<file path="config.mk">
export PLATFORM = sky130hd
export DESIGN_NAME = usb_wake_walker
export DESIGN_NICKNAME = d
export VERILOG_FILES = /design/src/rtl/usb_walk_pkg.sv /design/src/rtl/uww_line_filter.sv /design/src/rtl/uww_wake_detect.sv /design/src/rtl/uww_phase_walker.sv /design/src/rtl/usb_wake_walker.sv
export SDC_FILE = /design/constraint.sdc
export NUM_CORES = 1
export LEC_CHECK = 0
export ABC_CLOCK_PERIOD_IN_PS = 4000
export BUFFER_PORTS_ARGS = -buffer_cell sky130_fd_sc_hd__buf_2
export CELL_PAD_IN_SITES_DETAIL_PLACEMENT = 2
export CELL_PAD_IN_SITES_GLOBAL_PLACEMENT = 2
export CORE_UTILIZATION = 33
export CTS_CLUSTER_SIZE = 14
export DETAILED_ROUTE_END_ITERATION = 16
export GPL_ROUTABILITY_DRIVEN = 0
export GPL_TIMING_DRIVEN = 0
export HOLD_SLACK_MARGIN = 0.12
export PLACE_DENSITY_LB_ADDON = 0.3
export SYNTH_ARGS = -nofsm -noshare
export SYNTH_HDL_FRONTEND = slang
export SYNTH_HIERARCHICAL = 1
export SYNTH_SLANG_ARGS = --single-unit
</file>
<file path="constraint.sdc">
create_clock -name clk -period 4 [get_ports clk]
set_input_delay 0.4 -clock clk [delete_from_list [all_inputs] [get_ports clk]]
set_output_delay 0.4 -clock clk [all_outputs]
set_load 0.01 [all_outputs]
</file>
<file path="src/rtl/usb_walk_pkg.sv">
// Package: shared encodings for the suspend wake walker.
// Assumes: pad byte layout and speed codes are fixed by the pad neighbour.
package usb_walk_pkg;
    localparam int NUM_PHASES = 4;
    localparam int BYTE_W     = 8;
    localparam int TABLE_W    = NUM_PHASES * BYTE_W;

    localparam int BIT_PD_DP  = 0;
    localparam int BIT_PD_DM  = 1;
    localparam int BIT_DRV_DP = 4;
    localparam int BIT_DRV_DM = 5;
    localparam int BIT_HIZ    = 6;

    typedef enum logic [1:0] {
        SPD_HIGH = 2'd0,
        SPD_FULL = 2'd1,
        SPD_LOW  = 2'd2,
        SPD_UNK  = 2'd3
    } speed_e;

    localparam logic [3:0] WAKE_NEVER = 4'd12;
    localparam logic [3:0] WAKE_ANY   = 4'd15;

    typedef struct packed {
        logic hiz;
        logic drv_dm;
        logic drv_dp;
        logic pd_dm;
        logic pd_dp;
    } pad_ctl_t;

    // Build one pad byte from its fields.
    function automatic logic [BYTE_W-1:0] pad_byte(input logic hiz, input logic ddm,
                                                   input logic ddp);
        logic [BYTE_W-1:0] b;
        b             = '0;
        b[BIT_PD_DP]  = 1'b1;
        b[BIT_PD_DM]  = 1'b1;
        b[BIT_DRV_DP] = ddp;
        b[BIT_DRV_DM] = ddm;
        b[BIT_HIZ]    = hiz;
        return b;
    endfunction

    // Compose the four-phase table word for a speed code.
    function automatic logic [TABLE_W-1:0] phase_table(input speed_e spd);
        logic [BYTE_W-1:0] first, rest;
        case (spd)
            SPD_HIGH, SPD_FULL: begin
                first = pad_byte(1'b1, 1'b0, 1'b1);
                rest  = pad_byte(1'b0, 1'b1, 1'b0);
            end
            SPD_LOW: begin
                first = pad_byte(1'b1, 1'b1, 1'b0);
                rest  = pad_byte(1'b0, 1'b0, 1'b1);
            end
            default: begin
                first = pad_byte(1'b1, 1'b0, 1'b0);
                rest  = first;
            end
        endcase
        return {rest, rest, rest, first};
    endfunction
endpackage

</file>
<file path="src/rtl/uww_line_filter.sv">
// Line filter: debounces the raw D+/D- pair.
// Assumes: inputs already synchronous to clk; a change must be held
// deb_cnt+1 edges to be accepted. Reset loads the present line levels.
module uww_line_filter #(
    parameter int DEB_W = 4
) (
    input  logic             clk,
    input  logic             rst_n,
    input  logic [1:0]       raw,
    input  logic [DEB_W-1:0] deb_cnt,
    output logic [1:0]       stable,
    output logic [1:0]       stable_q
);
    logic [DEB_W-1:0] run_cnt;

    // Count steady cycles of a differing raw value and accept it at the limit.
    always_ff @(posedge clk) begin
        if (!rst_n) begin
            stable  <= raw;
            run_cnt <= '0;
        end else if (raw == stable) begin
            run_cnt <= '0;
        end else if (run_cnt >= deb_cnt) begin
            stable  <= raw;
            run_cnt <= '0;
        end else begin
            run_cnt <= run_cnt + 1'b1;
        end
    end

    // Keep the previous debounced value for change detection.
    always_ff @(posedge clk) begin
        if (!rst_n) stable_q <= raw;
        else        stable_q <= stable;
    end
endmodule

</file>
<file path="src/rtl/uww_wake_detect.sv">
// Wake detector: matches the debounced pair against the trigger code and
// keeps the sticky alarm. Assumes clear pulses are one cycle wide.
module uww_wake_detect
    import usb_walk_pkg::*;
(
    input  logic       clk,
    input  logic       rst_n,
    input  logic [1:0] stable,
    input  logic [1:0] stable_q,
    input  logic [3:0] wake_sel,
    input  logic       master_en,
    input  logic       line_wake_en,
    input  logic       clr_alarm,
    output logic       wake_evt,
    output logic       alarm
);
    logic hit;

    // Decide whether the current line state matches the selected trigger.
    always_comb begin
        if (wake_sel == WAKE_ANY)       hit = (stable != stable_q);
        else if (wake_sel[3:2] == 2'b00) hit = (stable == wake_sel[1:0]);
        else                             hit = 1'b0;
    end

    assign wake_evt = hit && master_en && line_wake_en;

    // Latch the alarm; the clear pulse has priority.
    always_ff @(posedge clk) begin
        if (!rst_n)         alarm <= 1'b0;
        else if (clr_alarm) alarm <= 1'b0;
        else if (wake_evt)  alarm <= 1'b1;
    end
endmodule

</file>
<file path="src/rtl/uww_phase_walker.sv">
// Phase walker: the pointer that moves from phase A to D after a wake.
// Assumes step_ticks is static while walking; holds at the last phase.
module uww_phase_walker
    import usb_walk_pkg::*;
#(
    parameter int TICK_W = 8,
    localparam int PTR_W = $clog2(NUM_PHASES)
) (
    input  logic              clk,
    input  logic              rst_n,
    input  logic              wake_evt,
    input  logic              master_en,
    input  logic              clr_ptr,
    input  logic [TICK_W-1:0] step_ticks,
    output logic [PTR_W-1:0]  ptr
);
    localparam logic [PTR_W-1:0] LAST = PTR_W'(NUM_PHASES - 1);

    logic              walking;
    logic [TICK_W-1:0] tick;

    // Walk state: start on a wake, stop on a pointer clear.
    always_ff @(posedge clk) begin
        if (!rst_n || clr_ptr) walking <= 1'b0;
        else if (wake_evt)     walking <= 1'b1;
    end

    // Step the pointer once per step_ticks+1 enabled cycles.
    always_ff @(posedge clk) begin
        if (!rst_n || clr_ptr) begin
            ptr  <= '0;
            tick <= '0;
        end else if (master_en && walking && ptr != LAST) begin
            if (tick >= step_ticks) begin
                ptr  <= ptr + 1'b1;
                tick <= '0;
            end else begin
                tick <= tick + 1'b1;
            end
        end
    end
endmodule

</file>
<file path="src/rtl/usb_wake_walker.sv">
// Top: suspend wake walker. Debounces the line, detects wake, walks the
// per-speed phase table and drives the selected pad byte.
// Assumes all configuration inputs are synchronous to clk.
module usb_wake_walker
    import usb_walk_pkg::*;
#(
    parameter int DEB_W  = 4,
    parameter int TICK_W = 8
) (
    input  logic              clk,
    input  logic              rst_n,
    input  logic              line_dp,
    input  logic              line_dm,
    input  logic [1:0]        speed,
    input  logic [3:0]        wake_sel,
    input  logic              master_en,
    input  logic              line_wake_en,
    input  logic [DEB_W-1:0]  deb_cnt,
    input  logic [TICK_W-1:0] step_ticks,
    input  logic              clr_ptr,
    input  logic              clr_alarm,
    output logic              pad_pd_dp,
    output logic              pad_pd_dm,
    output logic              pad_drv_dp,
    output logic              pad_drv_dm,
    output logic              pad_hiz,
    output logic [1:0]        phase,
    output logic              wake_alarm
);
    localparam int PTR_W = $clog2(NUM_PHASES);

    logic [1:0]        stable, stable_q;
    logic              wake_evt;
    logic [PTR_W-1:0]  ptr;
    logic [TABLE_W-1:0] tbl;
    logic [BYTE_W-1:0] bytes [NUM_PHASES];
    logic [BYTE_W-1:0] sel_byte;

    uww_line_filter #(.DEB_W(DEB_W)) u_filter (
        .clk(clk), .rst_n(rst_n), .raw({line_dp, line_dm}),
        .deb_cnt(deb_cnt), .stable(stable), .stable_q(stable_q)
    );

    uww_wake_detect u_detect (
        .clk(clk), .rst_n(rst_n), .stable(stable), .stable_q(stable_q),
        .wake_sel(wake_sel), .master_en(master_en),
        .line_wake_en(line_wake_en), .clr_alarm(clr_alarm),
        .wake_evt(wake_evt), .alarm(wake_alarm)
    );

    uww_phase_walker #(.TICK_W(TICK_W)) u_walker (
        .clk(clk), .rst_n(rst_n), .wake_evt(wake_evt), .master_en(master_en),
        .clr_ptr(clr_ptr), .step_ticks(step_ticks), .ptr(ptr)
    );

    // Table word for the saved speed.
    assign tbl = phase_table(speed_e'(speed));

    // Split the table word into per-phase bytes.
    for (genvar g = 0; g < NUM_PHASES; g++) begin : g_split
        assign bytes[g] = tbl[g*BYTE_W +: BYTE_W];
    end

    // Visible phase is A while the master enable is low.
    assign phase    = master_en ? ptr : '0;
    assign sel_byte = bytes[phase];

    // Pad controls taken from the selected byte.
    assign pad_pd_dp  = sel_byte[BIT_PD_DP];
    assign pad_pd_dm  = sel_byte[BIT_PD_DM];
    assign pad_drv_dp = sel_byte[BIT_DRV_DP];
    assign pad_drv_dm = sel_byte[BIT_DRV_DM];
    assign pad_hiz    = sel_byte[BIT_HIZ];
endmodule

</file>
; Word-level counts from Yosys, hierarchy flattened
; Index checks and enable logic that the tools add are counted.
[op_classes]
add_sub_neg = 3
reduce_logical = 13
n_mux = 13
n_eq_ne = 9
magnitude_cmp = 3
bitwise = 2
[ops]
columns = op, n
row1 = $bmux 8 s2, 1
row2 = $mux 7, 2
row3 = $pmux 7 s2, 1
row4 = $pmux 6 s2, 1
row5 = $mux 2, 5
row6 = $add 8x1->8 const B, 1
row7 = $ge 8x8->1, 1
row8 = $mux 8, 1
row9 = $add 4x1->4 const B, 1
row10 = $eq 2x2->1, 2
row11 = $eq 4x4->1 const B, 1
row12 = $ge 4x4->1, 1
row13 = $logic_and 1x1->1, 4
row14 = $logic_not 2->1, 2
row15 = $ne 2x2->1 const B, 2
row16 = $reduce_and 2->1, 2
row17 = $reduce_or 2->1, 2
row18 = $ge 3x3->1 const B, 1
row19 = $not 2->3, 1
row20 = $reduce_or 3->1, 1
row21 = $add 2x1->2 const B, 1
row22 = $eq 2x1->1 const B, 1
row23 = $eq 2x2->1 const B, 1
row24 = $mux 1, 2
row25 = 5 further kinds, 5
[totals]
input_bits = 26
out_inout_bits = 8
elab_cells = 50
register_bits = 20

; Longest topological paths before layout
; Gate-level depths: netlist of run 1.
[logic_depth]
ltp_word = 6
depth_mapped = 7
mapped_depth_nobuf = 7

; Hierarchy
; The synthesis of run 1 kept the hierarchy.
[modules_own_cells]
columns = module, cells_each, n_inst, area_per_inst_um2, seq_area_each_um2
row1 = uww_phase_walker, 87, 1, 695.7, 220.2
row2 = uww_line_filter, 37, 1, 414.1, 180.2
row3 = uww_wake_detect, 16, 1, 122.6, 20.0
row4 = usb_wake_walker, 10, 1, 85.1, 0.0

; Worst setup path after synthesis of run 1
; No wires, ideal clock.
[synth_path]
kind = register to register
startpoint = register u_walker.tick[0]
endpoint = register u_walker.tick[3]
period_less_slack_ns = 1.791
path_buffers = 0
stages_incl_launch_ff = 8
required_time_ns = 3.926
setup_time_ns = 0.074
path_slack_ns = 2.209
t_arrival_ns = 1.717
cell_sequence = dfxtp_1 -> inv_1 -> ha_1 -> nand2b_1 -> a2111o_1 -> a21oi_4 -> nand3_1 -> a31oi_1
[synth_via]
elab_chain_cells = 2
elab_cells_between_ends = 3
classes_between = add/sub (1) / order compare (1) / mux (1)
[synth_lines]
columns = item, line_no
row1 = "start, declared", uww_phase_walker.sv:20  ; logic [TICK_W-1:0] tick;
row2 = "start signal, assigned", uww_phase_walker.sv:38  ; tick <= tick + 1'b1;
row3 = $add 8x1->8 or $ge 8x8->1 (tied branches), "uww_phase_walker.sv:38, uww_phase_walker.sv:34"
row4 = $mux 8 *, uww_phase_walker.sv:34  ; if (tick >= step_ticks) begin
; Every way passes the cells marked *; elsewhere a longest branch is shown, timed or not.
; A chain may end at the register's enable or synchronous reset.

; Final worst setup path of run 1
[layout_path]
startpoint = register u_walker.tick[0]
endpoint = register u_walker.tick[2]
; Same word-level chain as after synthesis.

==> reports/qor.yml, run 1 <==
run_status:
  status: "complete, no violations"
cts:
  clk_latency_ns: 0.26
  cts_tree: "built"
  root_buffer: "clkbuf_8"
  ctsResizeCount: 0
  cts_buffers: 3
  htreeDepth: 1
  post_cts_buffers: 0
  ctsHoldBuffers: 0
  clock_sinks: 20
  clockBufferDepth: 2
  path_clk_slew_ns: 0.08
global_routing:
  grt_max_degree: 12
  grt_first_pass_wirelength_um: 5890
  antenna_found_initial: 0
  grt_overflow: 0
  grtUsageTotal: 0.181
  grt_pass1_vias: 1290
drt:
  drtIter0Drc: 9
  routedWlPerCell_um: 14.4
  drt_first_pass_iters: 4
  routed_via_density: 5.12
  drc_errors: 0
  vias: 1199
  drt_wl_total_um: 3370
  ant_nets: 0
power:
  power_w: 0.000428
  clkPwrFrac: 0.327
  p_seq_frac: 0.505
  irDropWorstVdd_mv: 0.149
  p_int_w: 0.000315
  combPwrFrac: 0.169
  swShare: 0.264
  p_per_area_mw_per_mm2: 271
  p_leak_nw: 0.718
  p_switching_w: 0.000113
sta:
  fin_setup_tns_ns: 0
  fmax_mhz: 484
  finClkSkew_ns: 0.00545
  rsz0062_at_grt: "no"
  finalCritPeriodShare: 0.517
  slew_violations: 0
  hold_ws_ns: 0.356
  hold_viol: 0
  fin_crit_ns: 2.07
  setup_violations: 0
synth:
  synth_top_flop_cell: "dfxtp_1"
  synth_common_cells: "18 x dfxtp_1, 15 x ha_1, 15 x inv_1, 11 x nor2_1, 9 x nand2_1"
  synth_area_mm2: 0.00132
  synth_cells: 150
  async_reset_ff_frac: 0
  synth_top_area_frac: 0.274
  synthTopCellsByArea: "dfxtp_1 27%, ha_1 14%, xor2_1 4.7%"
  synth_edf_count: 2
  ys_types: 38
  ys_warn_count: 6
  ys_seq_elements: 20
  yosysMostFrequentCell: "dfxtp_1"
  syn_area_per_cell_um2: 8.78
  netlist.top_cell.by_area: "dfxtp_1"
  ys_seq_area_frac: 0.319
critical_path:
  critPathKind: "flip-flop to flip-flop"
  cp_slowest_cell: "a2111o_1"
  r2r-start: "u_walker/tick[0]$_SDFFE_PP0P_"
  critPathMaxFanout: 10
  r2r_slack_ns: 1.93
  critPathLaunchType: "flip-flop"
  r2r_cells: 7
  end_kind: "flip-flop"
  cp_data_arrival_time_ns: 2.26
  max_stage_delay_ns: 0.47
  cp_cell_sequence: "inv_1 > ha_1 > nand2b_1 > a2111o_1 > a21oi_4 > nand4b_1 > a21oi_1"
  reg2reg_to: "u_walker/tick[2]$_SDFFE_PP0P_"
  critical_path_required_ns: 4.19
min_path:
  hold-path-endpoint: "u_filter/stable[0]$_DFFE_PP_"
  whs_path_depth: 1
  hp-start: "line_dm"
  hold_class: "input pin to flip-flop"
layout:
  areaGrowthSynthToFinish_pct: 20.0
  num_antenna_cells: 0
  final_net_count: 228
  multiInputGateArea_um2: 826
  seqCellArea_um2: 420
  drive_above_1_share: 0.247
  fillerInstances: 447
floorplan:
  die_x_um: 65.2
  core-area_mm2: 0.00374
  die_area_mm2: 0.00425
  fp.dieH_um: 65.2
  rows: 22
  ios: 34
  start_util: 0.352
placed_design:
  hpwl_um: 2840
  numPortBuffers: 31
run:
  drv_cap: 0
[layout by cell type, fill, tap and decap left out, types with 2 or more instances in the layout]
master	count
buf_2	31
clkbuf_8	3
a2111o_1	2
nand3_1	8
o21ai_0	6
mux2_2	2
dfxtp_1	18
nand4_1	3
conb_1	2
buf_4	2
nand3b_1	2
and2_2	2
nand2_1	9
ha_1	15
o21ai_1	2
nor2_1	11
clkbuf_1	2
o211ai_1	2
mux2i_1	2
nand2b_1	4
a211oi_1	5
edfxtp_1	2
xor2_1	7
nor3_1	3
inv_1	15
xnor2_1	5
a21oi_1	8
[power by group through the flow]
| stage | registers (W) | clock network [W] | logic (W) |
|---|---|---|---|
| final | 0.000216 | 0.000140 | 0.0000723 |
| after global routing | 0.000217 | 0.000152 | 0.0000830 |
| after CTS | 0.000216 | 0.000147 | 0.0000742 |
| after detailed placement | 0.000221 | 0 | 0.0000740 |
| after global placement | 0.000220 | 0 | 0.0000667 |
| after floorplan | 0.000219 | 0 | 0.0000451 |
[worst max-delay path by stage]
| stage | end | start | cells after the start |
|---|---|---|---|
| after global routing | u_walker/tick[2]$_SDFFE_PP0P_ | u_walker/tick[0]$_SDFFE_PP0P_ | 7 |
| after floorplan | u_walker/tick[3]$_SDFFE_PP0P_ | u_walker/tick[0]$_SDFFE_PP0P_ | 7 |
| final | u_walker/tick[2]$_SDFFE_PP0P_ | u_walker/tick[0]$_SDFFE_PP0P_ | 7 |
| after global placement | u_walker/tick[7]$_SDFFE_PP0P_ | step_ticks[0] | 7 |
| after CTS | u_walker/tick[2]$_SDFFE_PP0P_ | u_walker/tick[0]$_SDFFE_PP0P_ | 7 |
| after detailed placement | u_walker/tick[2]$_SDFFE_PP0P_ | step_ticks[0] | 7 |
[worst max-delay path, delay by kind of cell (launching register included)]
kind / cells / cell delay [ns]
compound gates: 3 / 0.92
flops: 1 / 0.41
simple gates: 2 / 0.31
fa+ha+maj: 1 / 0.26
buf+inv: 1 / 0.09
[cell type report]
class | count | area share
clock buffer | 4 | 0.0285
tap | 48 | 0.0380
inverter | 15 | 0.0356
sequential | 20 | 0.266
timing repair buffer | 31 | 0.0981
buffer | 3 | 0.0119
multi-input combinational | 113 | 0.522
[registers in the layout, indices dropped and copies added, names as in the netlist]
signal / cells
u_walker/tick: 8
u_detect/alarm: 1
u_filter/run_cnt: 4
u_filter/stable: 2
u_filter/stable_q: 2
u_walker/ptr: 2
u_walker/walking: 1
[metal layers]
metal / vias up / wire length (um) / GRT usage
met3: 7 / 109 / 0.0208
met4: 0 / 70 / 0.0815
met1: 569 / 1460 / 0.199
met2: 28 / 1730 / 0.343
met5: - / 0 / 0
li1: 595 / - / -
[per-stage QoR]
stage	worst slack, ns	util	instance area, um^2	cells
floorplan	2.21	-	1320	151
global placement	1.97	0.410	1540	230
detailed placement	1.91	0.410	1540	230
CTS	1.90	0.422	1580	234
global route	1.76	0.422	1580	234
finish	1.93	0.422	1580	234
[cell families (layout without fill, tap and decap cells)]
logic type | after synthesis | in the layout | share of synthesized area
AOI/OAI and AO/OA | 31 | 31 | 0.166
xor gates and xnor gates | 12 | 12 | 0.0798
adders and majority gates | 15 | 15 | 0.142
buffers and inverters | 18 | 53 | 0.0570
DFF | 20 | 20 | 0.319
muxes | 4 | 4 | 0.0323
other | 1 | 2 | 0.00285
and+or+nand+nor | 49 | 49 | 0.200
No activity file was read; power rests on OpenSTA's default activity.
==> run 2: changes to the inputs <==
--- a/config.mk
+++ b/config.mk
@@ -5,11 +5,11 @@
 export SDC_FILE = /design/constraint.sdc
 export NUM_CORES = 1
 export LEC_CHECK = 0
-export ABC_CLOCK_PERIOD_IN_PS = 4000
+export ABC_CLOCK_PERIOD_IN_PS = 1800
 export BUFFER_PORTS_ARGS = -buffer_cell sky130_fd_sc_hd__buf_2
 export CELL_PAD_IN_SITES_DETAIL_PLACEMENT = 2
 export CELL_PAD_IN_SITES_GLOBAL_PLACEMENT = 2
-export CORE_UTILIZATION = 33
+export CORE_UTILIZATION = 27
 export CTS_CLUSTER_SIZE = 14
 export DETAILED_ROUTE_END_ITERATION = 16
 export GPL_ROUTABILITY_DRIVEN = 0
==> constraint.sdc (replaced) <==
create_clock -name clk -period 1.8 [get_ports clk]
set_input_delay 0.18 -clock clk [delete_from_list [all_inputs] [get_ports clk]]
set_output_delay 0.18 -clock clk [all_outputs]
set_load 0.01 [all_outputs]
==> reports/qor.yml, run 2 (synthesis results as in run 1) <==
run_status:
  status: "finished with violations"
  violations: "negative setup slack"
critical_path:
  end_kind: "flip-flop"
  cp_slowest_cell: "a2111o_1"
  critical_path_required_ns: 1.94
  critPathMaxFanout: 5
  max_stage_delay_ns: 0.46
  critPathKind: "flip-flop to flip-flop"
  cp_data_arrival_time_ns: 1.95
  cp_cell_sequence: "inv_2 > ha_4 > nand2b_4 > a2111o_1 > a21oi_2 > or3_1 > a21oi_1"
  critPathLaunchType: "flip-flop"
drt:
  top_layer_used: "met4"
  drc_errors: 0
  routed-wl-met2_um: 2270
  drtIter0Drc: 21
  drt_first_pass_iters: 4
  ant_nets: 0
  wl_met3_um: 104
  routedWlPerCell_um: 14.6
  routed_via_density: 4.75
  wl_met1_um: 1410
  vias: 1236
  drt_wl_total_um: 3800
layout:
  reg.largest.list: "u_walker/tick x8, u_filter/run_cnt x4"
  seqCellArea_um2: 427
  areaGrowthSynthToFinish_pct: 34.2
  num_antenna_cells: 0
  multiInputGateArea_um2: 910
  fin_util: 0.374
  fin_cells: 260
  largest_reg_flops: 8
  top_register: "u_walker/tick"
  drive_above_1_share: 0.358
  final_common_cell: "buf_2"
  fillerInstances: 530
  final_net_count: 235
  most-common-layout-cells: "31 x buf_2, 15 x dfxtp_1, 13 x inv_1, 13 x ha_1, 11 x nor2_1"
power:
  p_leak_nw: 0.780
  p_seq_frac: 0.424
  p_switching_w: 0.000264
  swShare: 0.234
  irDropWorstVdd_mv: 0.427
  clkPwrFrac: 0.396
  p_int_w: 0.000868
  p_per_area_mw_per_mm2: 641
  power_w: 0.00113
  combPwrFrac: 0.180
sta:
  relSlewSlack: 0.634
  fmax_mhz: 552
  finClkSkew_ns: 0.00370
  slew_violations: 0
  finalCritPeriodShare: 1.01
  fin_crit_ns: 1.81
  hold_viol: 0
  rsz0062_at_grt: "yes"
  worst_slew_pin_slew_ns: 0.543
  setup_violations: 1
  setup_ws_ns: -0.0112
cts:
  clockBufferDepth: 2
  htreeDepth: 1
  clk_latency_ns: 0.26
  path_clk_slew_ns: 0.08
  clock_sinks: 20
  cts_buffers: 3
  ctsHoldBuffers: 0
  root_buffer: "clkbuf_8"
  cts_tree: "built"
global_routing:
  grtUsageTotal: 0.159
  grt_overflow: 0
  antenna_found_initial: 0
  grt_first_pass_wirelength_um: 6360
  grt_max_degree: 13
  grt_pass1_vias: 1377
min_path:
  hold_class: "input pin to flip-flop"
placed_design:
  numPortBuffers: 31
  placed_cells: 249
  hpwl_um: 2940
floorplan:
  fp.dieH_um: 71.9
  start_util: 0.279
  ios: 34
  die_area_mm2: 0.00516
  core-area_mm2: 0.00472
  die_x_um: 71.9
  rows: 25
run:
  drv_cap: 0
run 2: what timing repair did:
| item | CTS | global route |
|---|---|---|
| resized for setup | 11 | 10 |
| endpoints found under the hold margin | 0 | 0 |
| buffers inserted | 2 | 4 |
| pin swaps | 6 | 5 |
| endpoints found under the setup margin | 12 | 10 |
| cloned | 1 | 0 |
run 2: critical path: cells and delay by family (launching register included):
kind	cells	cell delay (ns)
flip-flops	1	0.33
adder cells (fa/ha/maj)	1	0.19
AND/OR/NAND/NOR	2	0.28
AO/OA/AOI/OAI	3	0.83
buffers and inverters	1	0.07
run 2: final cells by class:
class                   count  share of cell area
plain buffers               3              0.0113
flip-flops and latches     20               0.241
inverters                  15              0.0318
multi-input cells         114               0.515
clock buffers               3              0.0234
clock inverters             1              0.0170
well taps                  67              0.0474
repair buffers             37               0.113
run 2: per-layer routing:
| metal | track usage | vias up |
|---|---|---|
| met2 | 0.336 | 18 |
| met5 | 0 | - |
| met1 | 0.157 | 601 |
| li1 | - | 615 |
| met3 | 0.0338 | 2 |
| met4 | 0.0196 | 0 |
run 2: path summary, 6_finish.rpt:
check | startpoint | end | slack [ns] | depth (start not counted)
worst max register to register | u_walker/tick[0]$_SDFFE_PP0P_ | u_walker/ptr[0]$_SDFFE_PP0P_ | -0.01 | 7
worst max-delay path | u_walker/tick[0]$_SDFFE_PP0P_ | u_walker/ptr[0]$_SDFFE_PP0P_ | -0.01 | 7
worst min-delay path | line_dm | u_filter/stable[0]$_DFFE_PP_ | 0.13 | 1
worst min register to register | u_filter/run_cnt[0]$_SDFF_PP0_ | u_filter/run_cnt[0]$_SDFF_PP0_ | 0.43 | 1
run 2: through the flow:
stage	worst slack (ns)	setup TNS [ns]	hold slack [ns]	area (um^2)
2_1_floorplan	0.00926	0	0.279	1320
6_report	-0.0112	-0.0112	0.135	1770
5_1_grt	-0.0702	-0.319	0.127	1770
4_1_cts	-0.0119	-0.0150	0.125	1700
3_3_place_gp	-0.195	-1.61	0.400	1560
3_5_place_dp	-0.244	-2.29	0.405	1560
run 2: power by group through the flow:
stage	combinational, W	sequential [W]	clock, W
detailed placement	0.000166	0.000491	0
floorplan	0.000100	0.000487	0
finish	0.000204	0.000480	0.000448
global route	0.000230	0.000483	0.000485
global placement	0.000151	0.000490	0
CTS	0.000175	0.000481	0.000472
